### src/rtl/fpm_pkg.sv
package fpm_pkg;

   typedef enum logic [2:0] {
      ST_IDLE,
      ST_ROW,
      ST_ACT,
      ST_CADDR,
      ST_COL,
      ST_OPEN,
      ST_PRE,
      ST_REF
   } fpm_state_e;

   function automatic int ns_to_cyc(input int ns, input int per);
      return (ns + per - 1) / per;
   endfunction

   function automatic int imax(input int a, input int b);
      return (a > b) ? a : b;
   endfunction

endpackage

### src/rtl/fpm_timer.sv
module fpm_timer #(
   parameter int W = 4
) (
   input  logic         clk,
   input  logic         rst_n,
   input  logic         load,
   input  logic [W-1:0] load_val,
   output logic         zero
);

   logic [W-1:0] cnt_q;

   always_ff @(posedge clk or negedge rst_n) begin
      if (!rst_n)
         cnt_q <= '0;
      else if (load)
         cnt_q <= load_val;
      else if (cnt_q != '0)
         cnt_q <= cnt_q - 1'b1;
   end

   assign zero = (cnt_q == '0);

endmodule

### src/rtl/fpm_ras_guard.sv
module fpm_ras_guard #(
   parameter int MAX_CYC = 500,
   parameter int MARGIN  = 6,
   parameter int W       = 10
) (
   input  logic         clk,
   input  logic         rst_n,
   input  logic         ras_low,
   output logic [W-1:0] age,
   output logic         close_due
);

   localparam logic [W-1:0] CLOSE_AT = W'(MAX_CYC - MARGIN);
   localparam logic [W-1:0] LIMIT    = W'(MAX_CYC);

   if (MARGIN >= MAX_CYC) begin : g_bad_margin
      $error("row-low limit too short for one column cycle");
   end

   always_ff @(posedge clk or negedge rst_n) begin
      if (!rst_n)
         age <= '0;
      else if (!ras_low)
         age <= '0;
      else if (age != '1)
         age <= age + 1'b1;
   end

   assign close_due = (age >= CLOSE_AT);

   // a row-low period never reaches the limit
   a_r6_ras_low_window: assert property (@(posedge clk) disable iff (!rst_n)
      ras_low |-> (age < LIMIT));

endmodule

### src/rtl/fpm_dram_ctrl.sv
module fpm_dram_ctrl
   import fpm_pkg::*;
#(
   parameter int MA_W         = 10,
   parameter int ADDR_W       = 2 * MA_W,
   parameter int LANES        = 4,
   parameter int LANE_W       = 9,
   parameter int DATA_W       = LANES * LANE_W,
   parameter int CLK_NS       = 20,
   parameter int T_RP_NS      = 40,
   parameter int T_RAS_NS     = 60,
   parameter int T_RC_NS      = 110,
   parameter int T_CAS_NS     = 15,
   parameter int T_CP_NS      = 10,
   parameter int T_RAH_NS     = 10,
   parameter int T_CAH_NS     = 15,
   parameter int T_CAC_NS     = 15,
   parameter int T_AA_NS      = 30,
   parameter int T_RAC_NS     = 60,
   parameter int T_RASMAX_NS  = 10000
) (
   input  logic              clk,
   input  logic              rst_n,
   input  logic              req_valid,
   output logic              req_ready,
   input  logic              req_we,
   input  logic [ADDR_W-1:0] req_addr,
   input  logic [DATA_W-1:0] req_wdata,
   input  logic [LANES-1:0]  req_lane,
   output logic              rsp_valid,
   output logic [DATA_W-1:0] rsp_rdata,
   input  logic              ref_req,
   output logic              ref_gnt,
   output logic [MA_W-1:0]   dram_addr,
   output logic              dram_ras_n,
   output logic [LANES-1:0]  dram_cas_n,
   output logic              dram_we_n,
   output logic              dram_oe_n,
   output logic [DATA_W-1:0] dram_dq_out,
   output logic              dram_dq_oe,
   input  logic [DATA_W-1:0] dram_dq_in
);

   // ---- cycle counts derived from nanosecond limits
   localparam int RP_CYC     = imax(1, ns_to_cyc(T_RP_NS, CLK_NS));
   localparam int RAS_CYC    = ns_to_cyc(T_RAS_NS, CLK_NS);
   localparam int RC_CYC     = ns_to_cyc(T_RC_NS, CLK_NS);
   localparam int HOLD_CYC   = imax(1, imax(RAS_CYC, RC_CYC - RP_CYC));
   localparam int RAH_CYC    = imax(1, ns_to_cyc(T_RAH_NS, CLK_NS));
   localparam int CADDR_CYC  = imax(1, ns_to_cyc(T_CP_NS, CLK_NS));
   localparam int COL_CYC    = imax(imax(1, ns_to_cyc(T_CAS_NS, CLK_NS)),
                                    imax(ns_to_cyc(T_CAH_NS, CLK_NS),
                                         imax(ns_to_cyc(T_CAC_NS, CLK_NS),
                                              ns_to_cyc(T_AA_NS, CLK_NS))));
   localparam int RAC_CYC    = imax(1, ns_to_cyc(T_RAC_NS, CLK_NS));
   localparam int RASMAX_CYC = T_RASMAX_NS / CLK_NS;
   localparam int MARGIN     = CADDR_CYC + COL_CYC + 3;
   localparam int MAXDUR     = imax(imax(RP_CYC, COL_CYC), imax(RAH_CYC, CADDR_CYC));
   localparam int TMR_W      = $clog2(MAXDUR + 1) + 1;
   localparam int AGE_W      = $clog2(RASMAX_CYC + 2) + 1;

   localparam logic [TMR_W-1:0] RP_V    = TMR_W'(RP_CYC - 1);
   localparam logic [TMR_W-1:0] RAH_V   = TMR_W'(RAH_CYC - 1);
   localparam logic [TMR_W-1:0] CADDR_V = TMR_W'(CADDR_CYC - 1);
   localparam logic [TMR_W-1:0] COL_V   = TMR_W'(COL_CYC - 1);
   localparam logic [AGE_W-1:0] AGE_HOLD = AGE_W'(HOLD_CYC - 1);
   localparam logic [AGE_W-1:0] AGE_RAC  = AGE_W'(RAC_CYC - 1);

   // ---- elaboration checks
   if (ADDR_W != 2 * MA_W) begin : g_bad_addr
      $error("word address must be two memory address widths");
   end
   if (DATA_W != LANES * LANE_W) begin : g_bad_data
      $error("data width must equal lanes times lane width");
   end
   if (RASMAX_CYC <= MARGIN + HOLD_CYC + RAC_CYC) begin : g_bad_rasmax
      $error("row-low limit too small for the clock period");
   end

   // ---- state
   fpm_state_e            state_q, state_d;
   logic [MA_W-1:0]       row_q, col_q;
   logic                  we_q;
   logic [DATA_W-1:0]     wdata_q;
   logic [LANES-1:0]      lane_q;
   logic                  rsp_valid_q;
   logic [DATA_W-1:0]     rdata_q;

   logic                  tmr_load, tmr_zero;
   logic [TMR_W-1:0]      tmr_val;
   logic [AGE_W-1:0]      ras_age;
   logic                  close_due;
   logic                  ras_low, in_col, col_done, page_hit, accept;

   fpm_timer #(.W(TMR_W)) u_timer (
      .clk      (clk),
      .rst_n    (rst_n),
      .load     (tmr_load),
      .load_val (tmr_val),
      .zero     (tmr_zero)
   );

   fpm_ras_guard #(.MAX_CYC(RASMAX_CYC), .MARGIN(MARGIN), .W(AGE_W)) u_guard (
      .clk       (clk),
      .rst_n     (rst_n),
      .ras_low   (ras_low),
      .age       (ras_age),
      .close_due (close_due)
   );

   assign page_hit = (req_addr[ADDR_W-1:MA_W] == row_q);

   // ---- next state
   always_comb begin
      state_d   = state_q;
      tmr_load  = 1'b0;
      tmr_val   = '0;
      req_ready = 1'b0;
      col_done  = 1'b0;
      unique case (state_q)
         ST_IDLE: begin
            if (ref_req) begin
               state_d = ST_REF;
            end else begin
               req_ready = 1'b1;
               if (req_valid) state_d = ST_ROW;
            end
         end
         ST_ROW: begin
            state_d  = ST_ACT;
            tmr_load = 1'b1;
            tmr_val  = RAH_V;
         end
         ST_ACT: begin
            if (tmr_zero) begin
               state_d  = ST_CADDR;
               tmr_load = 1'b1;
               tmr_val  = CADDR_V;
            end
         end
         ST_CADDR: begin
            if (tmr_zero) begin
               state_d  = ST_COL;
               tmr_load = 1'b1;
               tmr_val  = COL_V;
            end
         end
         ST_COL: begin
            if (tmr_zero && (ras_age >= AGE_RAC)) begin
               col_done = 1'b1;
               state_d  = ST_OPEN;
            end
         end
         ST_OPEN: begin
            if (ref_req || close_due || (req_valid && !page_hit)) begin
               if (ras_age >= AGE_HOLD) begin
                  state_d  = ST_PRE;
                  tmr_load = 1'b1;
                  tmr_val  = RP_V;
               end
            end else begin
               req_ready = 1'b1;
               if (req_valid) begin
                  state_d  = ST_CADDR;
                  tmr_load = 1'b1;
                  tmr_val  = CADDR_V;
               end
            end
         end
         ST_PRE: begin
            if (tmr_zero) state_d = ref_req ? ST_REF : ST_IDLE;
         end
         ST_REF: begin
            if (!ref_req) state_d = ST_IDLE;
         end
         default: state_d = ST_IDLE;
      endcase
   end

   assign accept = req_valid && req_ready;

   always_ff @(posedge clk or negedge rst_n) begin
      if (!rst_n) begin
         state_q     <= ST_IDLE;
         row_q       <= '0;
         col_q       <= '0;
         we_q        <= 1'b0;
         wdata_q     <= '0;
         lane_q      <= '0;
         rsp_valid_q <= 1'b0;
         rdata_q     <= '0;
      end else begin
         state_q     <= state_d;
         rsp_valid_q <= col_done && !we_q;
         if (col_done && !we_q) rdata_q <= dram_dq_in;
         if (accept) begin
            col_q   <= req_addr[MA_W-1:0];
            we_q    <= req_we;
            wdata_q <= req_wdata;
            lane_q  <= req_lane;
            if (state_q == ST_IDLE) row_q <= req_addr[ADDR_W-1:MA_W];
         end
      end
   end

   // ---- memory pins
   assign ras_low = (state_q == ST_ACT) || (state_q == ST_CADDR) ||
                    (state_q == ST_COL) || (state_q == ST_OPEN);
   assign in_col  = (state_q == ST_COL);

   for (genvar i = 0; i < LANES; i++) begin : g_lane
      assign dram_cas_n[i] = !(in_col && (!we_q || lane_q[i]));
   end

   assign dram_ras_n  = !ras_low;
   assign dram_we_n   = !(we_q && ((state_q == ST_CADDR) || in_col));
   assign dram_oe_n   = !(!we_q && in_col);
   assign dram_dq_oe  = we_q && ((state_q == ST_CADDR) || in_col);
   assign dram_dq_out = wdata_q;
   assign dram_addr   = ((state_q == ST_CADDR) || in_col || (state_q == ST_OPEN)) ? col_q : row_q;
   assign ref_gnt     = (state_q == ST_REF);
   assign rsp_valid   = rsp_valid_q;
   assign rsp_rdata   = rdata_q;

   // ---- assertions
   // row address stable across the row strobe fall
   a_r1_row_addr_stable: assert property (@(posedge clk) disable iff (!rst_n)
      $fell(dram_ras_n) |-> $stable(dram_addr));
   // column address stable across the column strobe fall
   a_r1_col_addr_stable: assert property (@(posedge clk) disable iff (!rst_n)
      $fell(&dram_cas_n) |-> $stable(dram_addr));
   // reads strobe every lane
   a_r2_read_all_lanes: assert property (@(posedge clk) disable iff (!rst_n)
      !dram_oe_n |-> (dram_cas_n == '0));
   // write enable precedes the column strobe
   a_r3_early_write: assert property (@(posedge clk) disable iff (!rst_n)
      ($fell(&dram_cas_n) && !dram_we_n) |-> $past(!dram_we_n));
   // output enable off and data driven while writing
   a_r3_write_bus: assert property (@(posedge clk) disable iff (!rst_n)
      !dram_we_n |-> (dram_oe_n && dram_dq_oe));
   // minimum row-low time before precharge
   a_r8_ras_min: assert property (@(posedge clk) disable iff (!rst_n)
      $rose(dram_ras_n) |-> ($past(ras_age) >= AGE_HOLD));
   // grant only with the memory quiet
   a_r9_gnt_closed: assert property (@(posedge clk) disable iff (!rst_n)
      ref_gnt |-> (dram_ras_n && (&dram_cas_n)));
   // no host acceptance during refresh
   a_r10_no_accept: assert property (@(posedge clk) disable iff (!rst_n)
      (ref_gnt || ref_req) |-> !req_ready);

endmodule

### config.mk
export PLATFORM = sky130hd
export DESIGN_NAME = fpm_dram_ctrl
export DESIGN_NICKNAME = d
export VERILOG_FILES = /design/src/rtl/fpm_pkg.sv /design/src/rtl/fpm_timer.sv /design/src/rtl/fpm_ras_guard.sv /design/src/rtl/fpm_dram_ctrl.sv
export SDC_FILE = /design/constraint.sdc
export NUM_CORES = 1
export LEC_CHECK = 0
export BUFFER_PORTS_ARGS = -buffer_cell sky130_fd_sc_hd__buf_2
export CORE_MARGIN = 1.5
export CORE_UTILIZATION = 40
export CTS_BUF_LIST = sky130_fd_sc_hd__clkbuf_2
export DETAILED_ROUTE_END_ITERATION = 6
export PLACE_DENSITY = 0.68
export SETUP_SLACK_MARGIN = 0.3
export SYNTH_ARGS = -nofsm -noshare
export SYNTH_HDL_FRONTEND = slang
export SYNTH_SLANG_ARGS = --single-unit
### constraint.sdc
create_clock -name clk -period 2.2 [get_ports clk]
set_clock_uncertainty 0.1 [all_clocks]
set_input_delay 0.44 -clock clk [delete_from_list [all_inputs] [get_ports clk]]
set_output_delay 0.44 -clock clk [all_outputs]
set_load 0.01 [all_outputs]
Yosys cells after proc, flatten, opt, wreduce, memory -nomap -nowiden:

Index checks and enable logic that the tools add are counted.

* input port bits: 101
* register bits after elaboration: 114
* logic and storage cells: 101
* output and inout port bits: 93

* eq/ne operators: 18
* add/subtract/negate cells: 2
* reductions and logical operators: 37
* mux-type cells: 31
* order comparisons: 3

Operators by type and width (count)
* $mux 3: 14
* $mux 10: 3
* $pmux 3 s8: 1
* $ge 10x2->1 const B: 2
* $eq 3x3->1 const B: 4
* $logic_or 1x1->1: 11
* $add 10x1->10 const B: 1
* $eq 10x10->1: 1
* $ge 10x9->1 const B: 1
* $logic_and 1x1->1: 10
* $mux 1: 10
* $ne 10x10->1 const B: 1
* $ne 2x2->1 const B: 5
* $logic_not 1->1: 9
* $ne 3x3->1 const B: 3
* $reduce_and 8->1: 1
* $eq 3x2->1 const B: 2
* $logic_not 3->1: 2
* $pmux 3 s2: 1
* $eq 3x1->1 const B: 1
* $pmux 1 s3: 1
* $reduce_bool 3->1: 1
* $sub 3x1->3 const B: 1
* $ne 2x1->1 const B: 1
* other kinds (4): 4

Depth between registers and ports, before layout:

Gate-level depths: netlist (run 1).

* depth in word-level cells: 8
* mapped depth: 8
* depth with buffers taken out: 7

Cells and area by module:

A second synthesis (run 1) with hierarchy kept.

* cell total of the unflattened synthesis: 379
* area total of the unflattened synthesis: 5295.1 sq um

By module, submodules not included
* fpm_dram_ctrl: seq. area each 2527.4 sq um, instances 1, area each 4529.3 sq um, cells an instance 303
* fpm_ras_guard: seq. area each 250.2 sq um, instances 1, area each 565.5 sq um, cells an instance 55
* fpm_timer: seq. area each 75.1 sq um, instances 1, area each 200.2 sq um, cells an instance 21

Worst setup path after synthesis (run 1):

No wires, ideal clock.

* path type: reg2reg
* start: register u_timer.cnt_q[0]
* end: register rdata_q[10] (netlist: rsp_rdata[10])
* path slack: 77 ps
* required time: 1975 ps
* stages on the path, launching flop included: 8
* setup time: 125 ps
* path buffers: 2
* period minus slack after synthesis: 2123 ps
* arrival time: 1898 ps
* path through: dfrtp_1 > inv_1 > ha_1 > nand2b_1 > buf_2 > a311oi_4 > buf_6 > mux2_4

* longest elaborated chain between the ends: 5

Ends and longest elaborated chain
* start: declaration: RTL line fpm_timer.sv:11 `logic [W-1:0] cnt_q;`
* start signal: assignment: RTL line fpm_timer.sv:17 `cnt_q <= load_val;`
* start signal: assignment: RTL line fpm_timer.sv:19 `cnt_q <= cnt_q - 1'b1;`
* $logic_not 3->1: RTL line fpm_timer.sv:22 `assign zero = (cnt_q == '0);`
* $logic_and 1x1->1: RTL line fpm_dram_ctrl.sv:149 `if (tmr_zero && (ras_age >= AGE_RAC)) begin`
* $mux 1: RTL line fpm_dram_ctrl.sv:149
* $mux 1: RTL line fpm_dram_ctrl.sv:120 `unique case (state_q)`
* $logic_and 1x1->1: RTL line fpm_dram_ctrl.sv:195 `if (col_done && !we_q) rdata_q <= dram_dq_in;`
* end signal: assignment: RTL line fpm_dram_ctrl.sv:195
* end: declaration: RTL line fpm_dram_ctrl.sv:87 `logic [DATA_W-1:0] rdata_q;`

No other way between the ends.
A chain may end at the register's enable or synchronous reset.

Worst setup path after layout (run 1):

* start: register row_q[4]
* end: output req_ready

* longest elaborated chain between the ends: 6

Ends and longest elaborated chain
* start: declaration: RTL line fpm_dram_ctrl.sv:82 `logic [MA_W-1:0] row_q, col_q;`
* start signal: assignment: RTL line fpm_dram_ctrl.sv:201 `if (state_q == ST_IDLE) row_q <= req_addr[ADDR_W-1:MA_W];`
* $eq 10x10->1: RTL line fpm_dram_ctrl.sv:111 `assign page_hit = (req_addr[ADDR_W-1:MA_W] == row_q);`
* $logic_not 1->1: RTL line fpm_dram_ctrl.sv:155 `if (ref_req || close_due || (req_valid && !page_hit)) begin`
* $logic_and 1x1->1: RTL line fpm_dram_ctrl.sv:155
* $logic_or 1x1->1: RTL line fpm_dram_ctrl.sv:155
* $mux 1: RTL line fpm_dram_ctrl.sv:155
* $pmux 1 s2: RTL line fpm_dram_ctrl.sv:120
* end: declaration: RTL line fpm_dram_ctrl.sv:25 `output logic req_ready,`

No other way between the ends.

==> results of run 1 <==
## logic make-up (layout without fill, tap and decap cells)
logic type      count (synthesis)  after routing  synth area share (%)
xor+xnor                       16             16                 2.188
fa+ha+maj                       7              7                 1.367
simple gates                  236            236                 20.39
other cells                     0              3                     0
mux                            59             59                 12.01
buf+inv                        64            454                 4.512
flops                         114            114                 44.54
compound gates                137            137                 14.98
## repair_timing
action                                 CTS  global route
gates resized for setup                 46            59
hold buffers                            98             0
buffers inserted                         8            59
setup endpoints to repair              152           193
pin swaps                                5            18
cloned                                   2             4
endpoints found under the hold margin  211             0
## per-layer routing
metal	routed length, um	GRT usage (%)	vias up
li1	-	-	3134
met1	9148	29.68	3330
met2	11220	40.68	234
met3	1138	5.450	60
met4	790	10.85	0
met5	0	0	-
## cell usage in the layout, fill, tap and decap left out, drive strengths merged, types with 7 or more instances in the layout
master       Yosys  routed
buf             22     313
dfrtp          114     114
dlygate4sd3      0      98
nand2           63      63
nand4           57      57
mux2            56      56
nor2b           52      52
a31oi           52      52
o211ai          50      50
nor2            21      21
clkbuf          34      20
inv              7      16
xor2            14      14
nor3            10      10
o21ai           10      10
ha               7       7
## power breakdown
| part | switching [uW] | internal [uW] |
|---|---|---|
| Clock | 983 | 451 |
| Combinational | 2600 | 3020 |
| Sequential | 395 | 2560 |
## path summary, 6_finish.rpt
kind	start	endpoint	slack (ps)	depth (start not counted)
setup reg to reg	state_q[1]	rsp_rdata[2]	-360	11
setup / recovery	row_q[4]	req_ready	-760	7
min in group clk	ref_req	state_q[1]	220	4
hold reg to reg	rsp_rdata[35]	rsp_rdata[35]	440	1
max in group asynchronous	rst_n	dram_dq_out[18]	1280	3
hold / removal	rst_n	rsp_rdata[29]	50	2
## per-stage QoR
| step | hold WS, ps | TNS (ps) | setup WS [ps] | cell area, um^2 |
|---|---|---|---|---|
| 6_report | 52.11 | -20550 | -763.2 | 10220 |
| 5_1_grt | 36.02 | -27590 | -856.5 | 10220 |
| 4_1_cts | 8.519 | -12540 | -803.4 | 9453 |
| 3_5_place_dp | 322.2 | -6544 | -217.6 | 7946 |
| 3_3_place_gp | 322.0 | -7618 | -245.8 | 7946 |
| 2_1_floorplan | 44.41 | 0 | 114.4 | 6482 |
## layout make-up
| cell class | instances | area (um^2) | share of cell area, % |
|---|---|---|---|
| Antenna cell | 3 | 7.507 | 0.07344 |
| Clock buffer | 18 | 90.09 | 0.8813 |
| Clock inverter | 14 | 143.9 | 1.408 |
| Inverter | 8 | 35.03 | 0.3427 |
| Multi-Input combinational cell | 455 | 3541 | 34.64 |
| Sequential cell | 114 | 2856 | 27.94 |
| Tap cell | 216 | 270.3 | 2.644 |
| Timing Repair Buffer | 414 | 3278 | 32.07 |
## sequential cells by signal, summed over array words and instances, names as in the netlist
| register | flops |
|---|---|
| col_q | 10 |
| dram_dq_out | 36 |
| lane_q | 4 |
| row_q | 10 |
| rsp_rdata | 36 |
| rsp_valid | 1 |
| state_q | 3 |
| u_guard.age | 10 |
| u_timer.cnt_q | 3 |
| we_q | 1 |
## critical path, stage by stage, from the launching register on
cell and delay (ps):
dfrtp_1 480, xor2_1 160, nor4_1 340, buf_4 180, nand4_1 170, nor2_4 130, or3_4 150, buf_6 100
==> flow_summary_export.csv, run 1 <==
group,metric,value,unit
yosys,synth.most_common_cell,"dfrtp_1",
job,drv_cap,0,
run_status,violations,"negative setup slack",
yosys,synth-edff-count,0,
floorplan,die_area,16780,um^2
floorplan,placeableCoreArea,15770,um^2
yosys,netlist_area,6405,um^2
floorplan,rows,46,
timing,setup_slack,-763.2,ps
floorplan,fp.dieH,129.5,um
placement,numPortBuffers,193,
final_layout,drive_gt1_share,43.70,%
clock_tree,cts-htree-levels,4,
global_routing,grt_max_degree,156,
yosys,synth-seq-cells,114,
routing,ant_nets,0,
final_layout,fin_cells,1242,
routing,drt_first_pass_iters,5,
routing,vias,6758,
critical_path,critPathLaunchType,"register",
routing,routed_wl,22.30,mm
clock_tree,insertion_delay,730,ps
power_and_ir_drop,p_leak,0.004728,uW
yosys,syn_area_per_cell,10.12,um^2
yosys,synth_common_cells,"114 x dfrtp_1, 62 x nand2_1, 57 x nand4_1",
timing,rsz0062_at_grt,"yes",
global_routing,grt_overflow,0,
min_path,hold_path.class,"input port to asynchronous set/reset pin",
yosys,synthCells,633,
run_status,status,"complete, but fails checks",
floorplan,io_pins,194,
critical_path,critical_path.endpoint_type,"output port",
clock_tree,cts_buffers,17,
final_layout,final_nets,1118,
clock_tree,root_buffer,"clkbuf_2",
yosys,synth_cell_types,53,
clock_tree,clkSlewWorstSetupHoldPaths,250,ps
power_and_ir_drop,power-per-cell-area,978.9,nW/um^2
critical_path,crit_type,"register to output port",
yosys,async_flop_share,100.0,%
clock_tree,tritoncts,"done",
timing,period_minus_slack,2963,ps
yosys,yosysTopAreaCellShare,44.54,%
final_layout,fin_util,64.82,%
yosys,ys_seq_area_share,44.54,%
routing,viasPerCell,5.441,
final_layout,area_delta_synth_final,59.60,%
clock_tree,clockBufferDepth,2,
global_routing,grt_first_pass_wirelength,31.57,mm
timing,min_period_over_period,134.7,%
global_routing,grt_usage,24.16,%
yosys,ys.flop_type,"dfrtp_1",
routing,post_drt_wl_per_cell,17.95,um
floorplan,fp.dieW,129.5,um
critical_path,crit_arrival,2420,ps
critical_path,cp_max_fo,3,
timing,tightest_slew,615.3,ps
placement,gp_congestion,0.8403,
yosys,synth_top_cell_by_area,"dfrtp_1",
clock_tree,cts.sinks,114,
global_routing,antenna_found_initial,3,
yosys,yosys-top-cells-area,"dfrtp_1 45%, mux2_4 6.8%, o211ai_1 5.9%",
placement,dp.cells,1036,
timing,slew_headroom,58.98,%
yosys,yosysWarnings,0,
global_routing,grt_pass1_vias,6222,
power_and_ir_drop,peakVddDrop,0.5049,mV
power_and_ir_drop,p_total,10010,uW
floorplan,start_util,40.61,%
timing,finalSetupViolCount,83,
timing,finalMaxSlewViolations,0,
critical_path,required,1660,ps
yosys,synth_nets,741,
routing,drc,0,
final_layout,fillers,1251,
placement,hpwl,12.11,mm
routing,drt_iter0_drc,352,
timing,fmax,337.5,MHz
timing,finalHoldViolations,0,
Note: power is estimated with default switching activity, not from simulation.
==> inputs of run 2 (changes only) <==
CELL_PAD_IN_SITES_DETAIL_PLACEMENT = 1   (was default)
CELL_PAD_IN_SITES_GLOBAL_PLACEMENT = 1   (was default)
CORE_UTILIZATION = 37   (was 40)
PLACE_DENSITY = 0.81   (was 0.68)
==> run 2 against run 1 <==
Net effect: the flow finishes with violations (design-rule violations, negative setup slack); count of clock-buffer cells in the layout decreased by 1; critical endpoint is now col_q[5]; maximum frequency decreased by 24%; hold slack improved by 9.0 ps; routed wire length increased by 140%; critical path depth increased by 9; global-route usage increased by 15 points; combinational power increased by 39%; largest power group unchanged; largest cell class is now buffers; via count increased by 43%.
==> flow_summary_export.csv, run 2 (synthesized netlist as in run 1, its figures left out) <==
group,metric,value,unit
run_status,status,"complete, but fails checks",
run_status,violations,"design-rule violations, negative setup slack",
floorplan,start_util,38.22,%
critical_path,crit_type,"register to register",
floorplan,fp.dieW,134.6,um
routing,vias,9672,
power_and_ir_drop,p_total,13180,uW
routing,post_drt_wl_per_cell,39.09,um
floorplan,rows,47,
final_layout,final_common_cell,"buf_2",
critical_path,reg2reg_from,"row_q[8]",
clock_tree,clkSlewWorstSetupHoldPaths,270,ps
timing,min_period_over_period,177.5,%
job,drv_cap,0,
final_layout,drive_gt1_share,48.60,%
final_layout,fin_util,70.24,%
final_layout,area_delta_synth_final,83.80,%
global_routing,grt_max_degree,156,
clock_tree,root_buffer,"clkbuf_2",
critical_path,path_cells,"xor2_1 -> nor3_1 -> buf_4 -> nand4_1 -> nor2_4 -> buf_4 -> buf_6 -> buf_6 -> buf_4 -> buf_6 -> buf_6 -> buf_6 -> buf_12 -> buf_6 -> buf_12 -> o211ai_1",
floorplan,io_pins,194,
global_routing,grt_first_pass_wirelength,52.41,mm
critical_path,crit_arrival,4480,ps
routing,drc,3,
critical_path,r2r-end,"col_q[5]",
placement,dp.cells,1041,
final_layout,fin_cells,1342,
timing,final.setup.tns,-108520,ps
min_path,hold_path.class,"input port to asynchronous set/reset pin",
clock_tree,cts-htree-levels,4,
critical_path,worstRegToRegCells,16,
clock_tree,tritoncts,"done",
routing,ant_nets,0,
timing,finalSetupViolCount,114,
power_and_ir_drop,p_leak,0.005416,uW
critical_path,cp_common_cell,"buf_6",
clock_tree,cts.sinks,114,
floorplan,fp.dieH,134.6,um
routing,drt_first_pass_iters,7,
critical_path,critPathLaunchType,"register",
final_layout,final_nets,1202,
critical_path,required,2780,ps
critical_path,cp.buffers_inverters,11,
timing,rsz0062_at_grt,"yes",
timing,fmax,256.0,MHz
clock_tree,clockBufferDepth,2,
critical_path,crit_path_max_incr_delay,780,ps
routing,drt_iter0_drc,1484,
timing,slew_headroom,27.56,%
timing,period_minus_slack,3906,ps
timing,tightest_slew,1082,ps
global_routing,grt_usage,38.93,%
placement,gp_congestion,0.8107,
final_layout,fillers,1728,
critical_path,cp_slowest_cell,"o211ai_1",
clock_tree,insertion_delay,840,ps
power_and_ir_drop,peakVddDrop,0.7572,mV
timing,finalHoldViolations,0,
timing,setup_slack,-1706,ps
clock_tree,cts_buffers,17,
timing,finalMaxSlewViolations,0,
floorplan,placeableCoreArea,16760,um^2
routing,viasPerCell,7.207,
critical_path,crit_family,"buffers and inverters",
placement,hpwl,14.51,mm
critical_path,critical_path.endpoint_type,"register",
power_and_ir_drop,power-per-cell-area,1120,nW/um^2
global_routing,grt_overflow,0,
final_layout,final_cell_mix,"140 x buf_2, 129 x buf_4, 109 x dfrtp_1, 98 x dlygate4sd3_1, 90 x buf_6",
global_routing,antenna_found_initial,8,
floorplan,die_area,18110,um^2
critical_path,rrSetupSlack,-1710,ps
critical_path,cp_max_fo,7,
routing,routed_wl,52.46,mm
global_routing,grt_pass1_vias,8557,
placement,numPortBuffers,193,
## run 2: metrics by stage
step	worst slack, ps	cell area (um^2)	hold WS, ps
after floorplan	114.4	6482	44.41
after global placement	-341.1	7959	379.0
after detailed placement	-352.1	7959	383.7
after CTS	-818.4	10630	74.03
after global routing	-1824	11760	64.31
final	-1706	11770	61.10
## run 2: worst reg2reg max path: stages (launching register included)
cell,delay (ps)
dfrtp_1,510
xor2_1,510
nor3_1,180
buf_4,200
nand4_1,180
nor2_4,70
buf_4,130
buf_6,110
buf_6,130
buf_4,150
buf_6,120
buf_6,110
buf_6,110
buf_12,140
buf_6,120
buf_12,130
o211ai_1,780
## run 2: worst max path at each step
stage	startpoint	to	slack, ps	cells after the start
after floorplan	state_q[2]	rsp_rdata[10]	110	6
after global placement	req_addr[15]	lane_q[3]	-340	8
after detailed placement	req_addr[15]	dram_dq_out[29]	-350	8
after CTS	row_q[2]	req_ready	-820	7
after global routing	row_q[0]	col_q[7]	-1820	17
final	row_q[8]	col_q[5]	-1710	16
## run 2: layout make-up
type                       count  area [um^2]  area share [%]
antenna                       15        37.54          0.3188
clock buffer                  17        85.08          0.7227
clock inverter                15        252.7           2.147
inverter                       8        36.28          0.3082
multi-input combinational    457         3697           31.41
sequential                   114         2859           24.29
tap                          220        275.3           2.338
timing repair buffer         496         4529           38.47
## run 2: timing repair
item                                    in CTS  in global routing
endpoints found under the setup margin     144                201
pin swaps                                   21                 46
gates cloned                                14                  3
hold buffers                                98                  0
buffers inserted                            73                 66
resized for setup                           98                125
hold endpoints to repair                   200                  0
## run 2: power breakdown
group | internal [uW] | switching, uW | total [uW]
registers | 2560 | 655 | 3220
logic | 3480 | 4330 | 7810
clock network | 989 | 1170 | 2160
total | 7030 | 6150 | 13200
## run 2: routing by layer
| metal | GRT usage, % | share of wire (%) | up-vias |
|---|---|---|---|
| li1 | - | - | 3313 |
| met5 | 0 | 0.59 | - |
| met4 | 30.11 | 13 | 14 |
| met2 | 66.78 | 42 | 1213 |
| met3 | 10.02 | 14 | 536 |
| met1 | 40.86 | 31 | 4596 |
==> inputs of run 3 (changes only) <==
SETUP_SLACK_MARGIN = default   (was 0.3)
clock period = 3.3 ns   (was 2.2 ns; I/O delays follow)
==> run 3 against run 2 <==
Net effect: the run now ends clean; final cell count shrank 22%; combinational power is 71% lower; via count is 41% lower; sequential power shrank 37%; critical endpoint is now req_ready; highest routed layer is now met4.
==> flow_summary_export.csv, run 3 (synthesized netlist as in run 1, its figures left out) <==
group,metric,value,unit
routing,drc,0,
critical_path,cp_max_fo,3,
final_layout,fillers,1990,
timing,final.setup.tns,0,ps
global_routing,grt_first_pass_wirelength,30.57,mm
routing,drt_first_pass_iters,4,
timing,tightest_slew,613.6,ps
clock_tree,root_buffer,"clkbuf_2",
run_status,status,"completed",
floorplan,fp.dieW,134.6,um
global_routing,grt_overflow,0,
min_path,hold_path.class,"input port to register",
routing,drt_iter0_drc,235,
global_routing,grt_pass1_vias,5777,
placement,dpl_cell_area,7541,um^2
final_layout,final_area,7890,um^2
critical_path,reg2reg_from,"row_q[2]",
global_routing,grt_max_degree,68,
placement,place_ws,347.0,ps
final_layout,area_delta_synth_final,23.19,%
critical_path,critical_path.endpoint_type,"output port",
critical_path,crit_path_max_incr_delay,430,ps
timing,finalSetupViolCount,0,
critical_path,path_cells,"xor2_1 -> nor4_2 -> buf_4 -> nand4_1 -> nor2_4 -> or3_1 -> buf_2",
min_path,hold_path_depth,2,
floorplan,fp.dieH,134.6,um
critical_path,rrSetupSlack,900,ps
timing,min_period_over_period,94.03,%
clock_tree,cts_buffers,17,
timing,slew_headroom,59.09,%
clock_tree,insertion_delay,670,ps
critical_path,required,2540,ps
timing,rsz0062_at_grt,"no",
critical_path,critPathLaunchType,"register",
timing,period_minus_slack,3103,ps
timing,worst_hold_slack,84.45,ps
clock_tree,cts.sinks,114,
power_and_ir_drop,peakVddDrop,0.4180,mV
final_layout,final_common_cell,"buf_2",
critical_path,crit_type,"register to output port",
timing,setup_slack,197.0,ps
final_layout,final_cell_mix,"191 x buf_2, 112 x dfrtp_1, 61 x nand2_1, 57 x nand4_1",
critical_path,crit_arrival,2340,ps
routing,viasPerCell,5.507,
placement,hpwl,12.90,mm
global_routing,grt_usage,21.33,%
clock_tree,cts-htree-levels,4,
floorplan,rows,47,
floorplan,die_area,18110,um^2
routing,routed_wl,18.94,mm
min_path,hold_path_end,"rsp_rdata[27]",
routing,ant_nets,0,
power_and_ir_drop,p_leak,0.003601,uW
job,drv_cap,0,
floorplan,placeableCoreArea,16760,um^2
clock_tree,tritoncts,"done",
critical_path,worstRegToRegCells,7,
floorplan,io_pins,194,
critical_path,r2r-end,"we_q",
routing,post_drt_wl_per_cell,18.18,um
final_layout,drive_gt1_share,37.68,%
final_layout,final_nets,915,
power_and_ir_drop,power-per-cell-area,675.2,nW/um^2
clock_tree,clkSlewWorstSetupHoldPaths,190,ps
timing,finalHoldViolations,0,
min_path,min_from,"dram_dq_in[27]",
routing,vias,5738,
critical_path,cp_slowest_cell,"dfrtp_1",
clock_tree,clockBufferDepth,2,
timing,finalMaxSlewViolations,0,
global_routing,antenna_found_initial,2,
placement,numPortBuffers,193,
placement,gp_congestion,0.8137,
floorplan,start_util,38.22,%
timing,fmax,322.3,MHz
run 3: worst max-delay path by stage:
stage          cells past startpoint      startpoint      endpoint  slack, ps
2_1_floorplan                      5    req_addr[15]     req_ready        830
3_3_place_gp                       7    req_addr[14]     req_ready        380
3_5_place_dp                       7    req_addr[14]          we_q        350
4_1_cts                            4      state_q[0]  dram_addr[8]         70
5_1_grt                            6  u_guard.age[6]     req_ready          4
6_report                           7        row_q[2]     req_ready        200
run 3: routing by layer:
metal / vias to the layer above / global-route usage (%) / wire length, um
met5: - / 0 / 0
met1: 2870 / 27.16 / 8335
li1: 2714 / - / -
met4: 0 / 6.930 / 306
met3: 20 / 4.392 / 820
met2: 134 / 36.30 / 9478
run 3: final cells by class:
| class | instances | area (um^2) | area share [%] |
|---|---|---|---|
| Timing Repair Buffer | 211 | 1156 | 14.65 |
| Sequential cell | 114 | 2855 | 36.19 |
| Inverter | 8 | 30.03 | 0.3806 |
| Clock inverter | 12 | 163.9 | 2.077 |
| Tap cell | 220 | 275.3 | 3.489 |
| Clock buffer | 20 | 100.1 | 1.269 |
| Multi-Input combinational cell | 455 | 3304 | 41.88 |
| Antenna cell | 2 | 5.005 | 0.06343 |
run 3: power by group:
| group | switching [uW] | total (uW) | internal, uW |
|---|---|---|---|
| sequential | 310 | 2020 | 1710 |
| combinational | 1260 | 2260 | 1010 |
| clock | 550 | 1050 | 498 |
| total | 2120 | 5330 | 3210 |
run 3: critical path: cells and delay by family, from the launching register on:
family	cells	cell delay [ps]
simple gates	4	760
flops	1	430
buf+inv	2	310
xor+xnor	1	160
run 3: repair_timing:
action	CTS	global route
resized for setup	4	1
hold endpoints to repair	36	4
setup endpoints to repair	12	11
pin swaps	0	1
setup buffers	0	1
hold buffers	1	4
run 3: through the flow:
step	cells	power (uW)	utilization, %
4_1_cts	1035	5384	46.76
2_1_floorplan	633	3475	-
3_5_place_dp	1002	4286	44.99
5_1_grt	1042	5727	47.08
3_3_place_gp	1002	4232	44.99
6_report	1042	5328	47.08
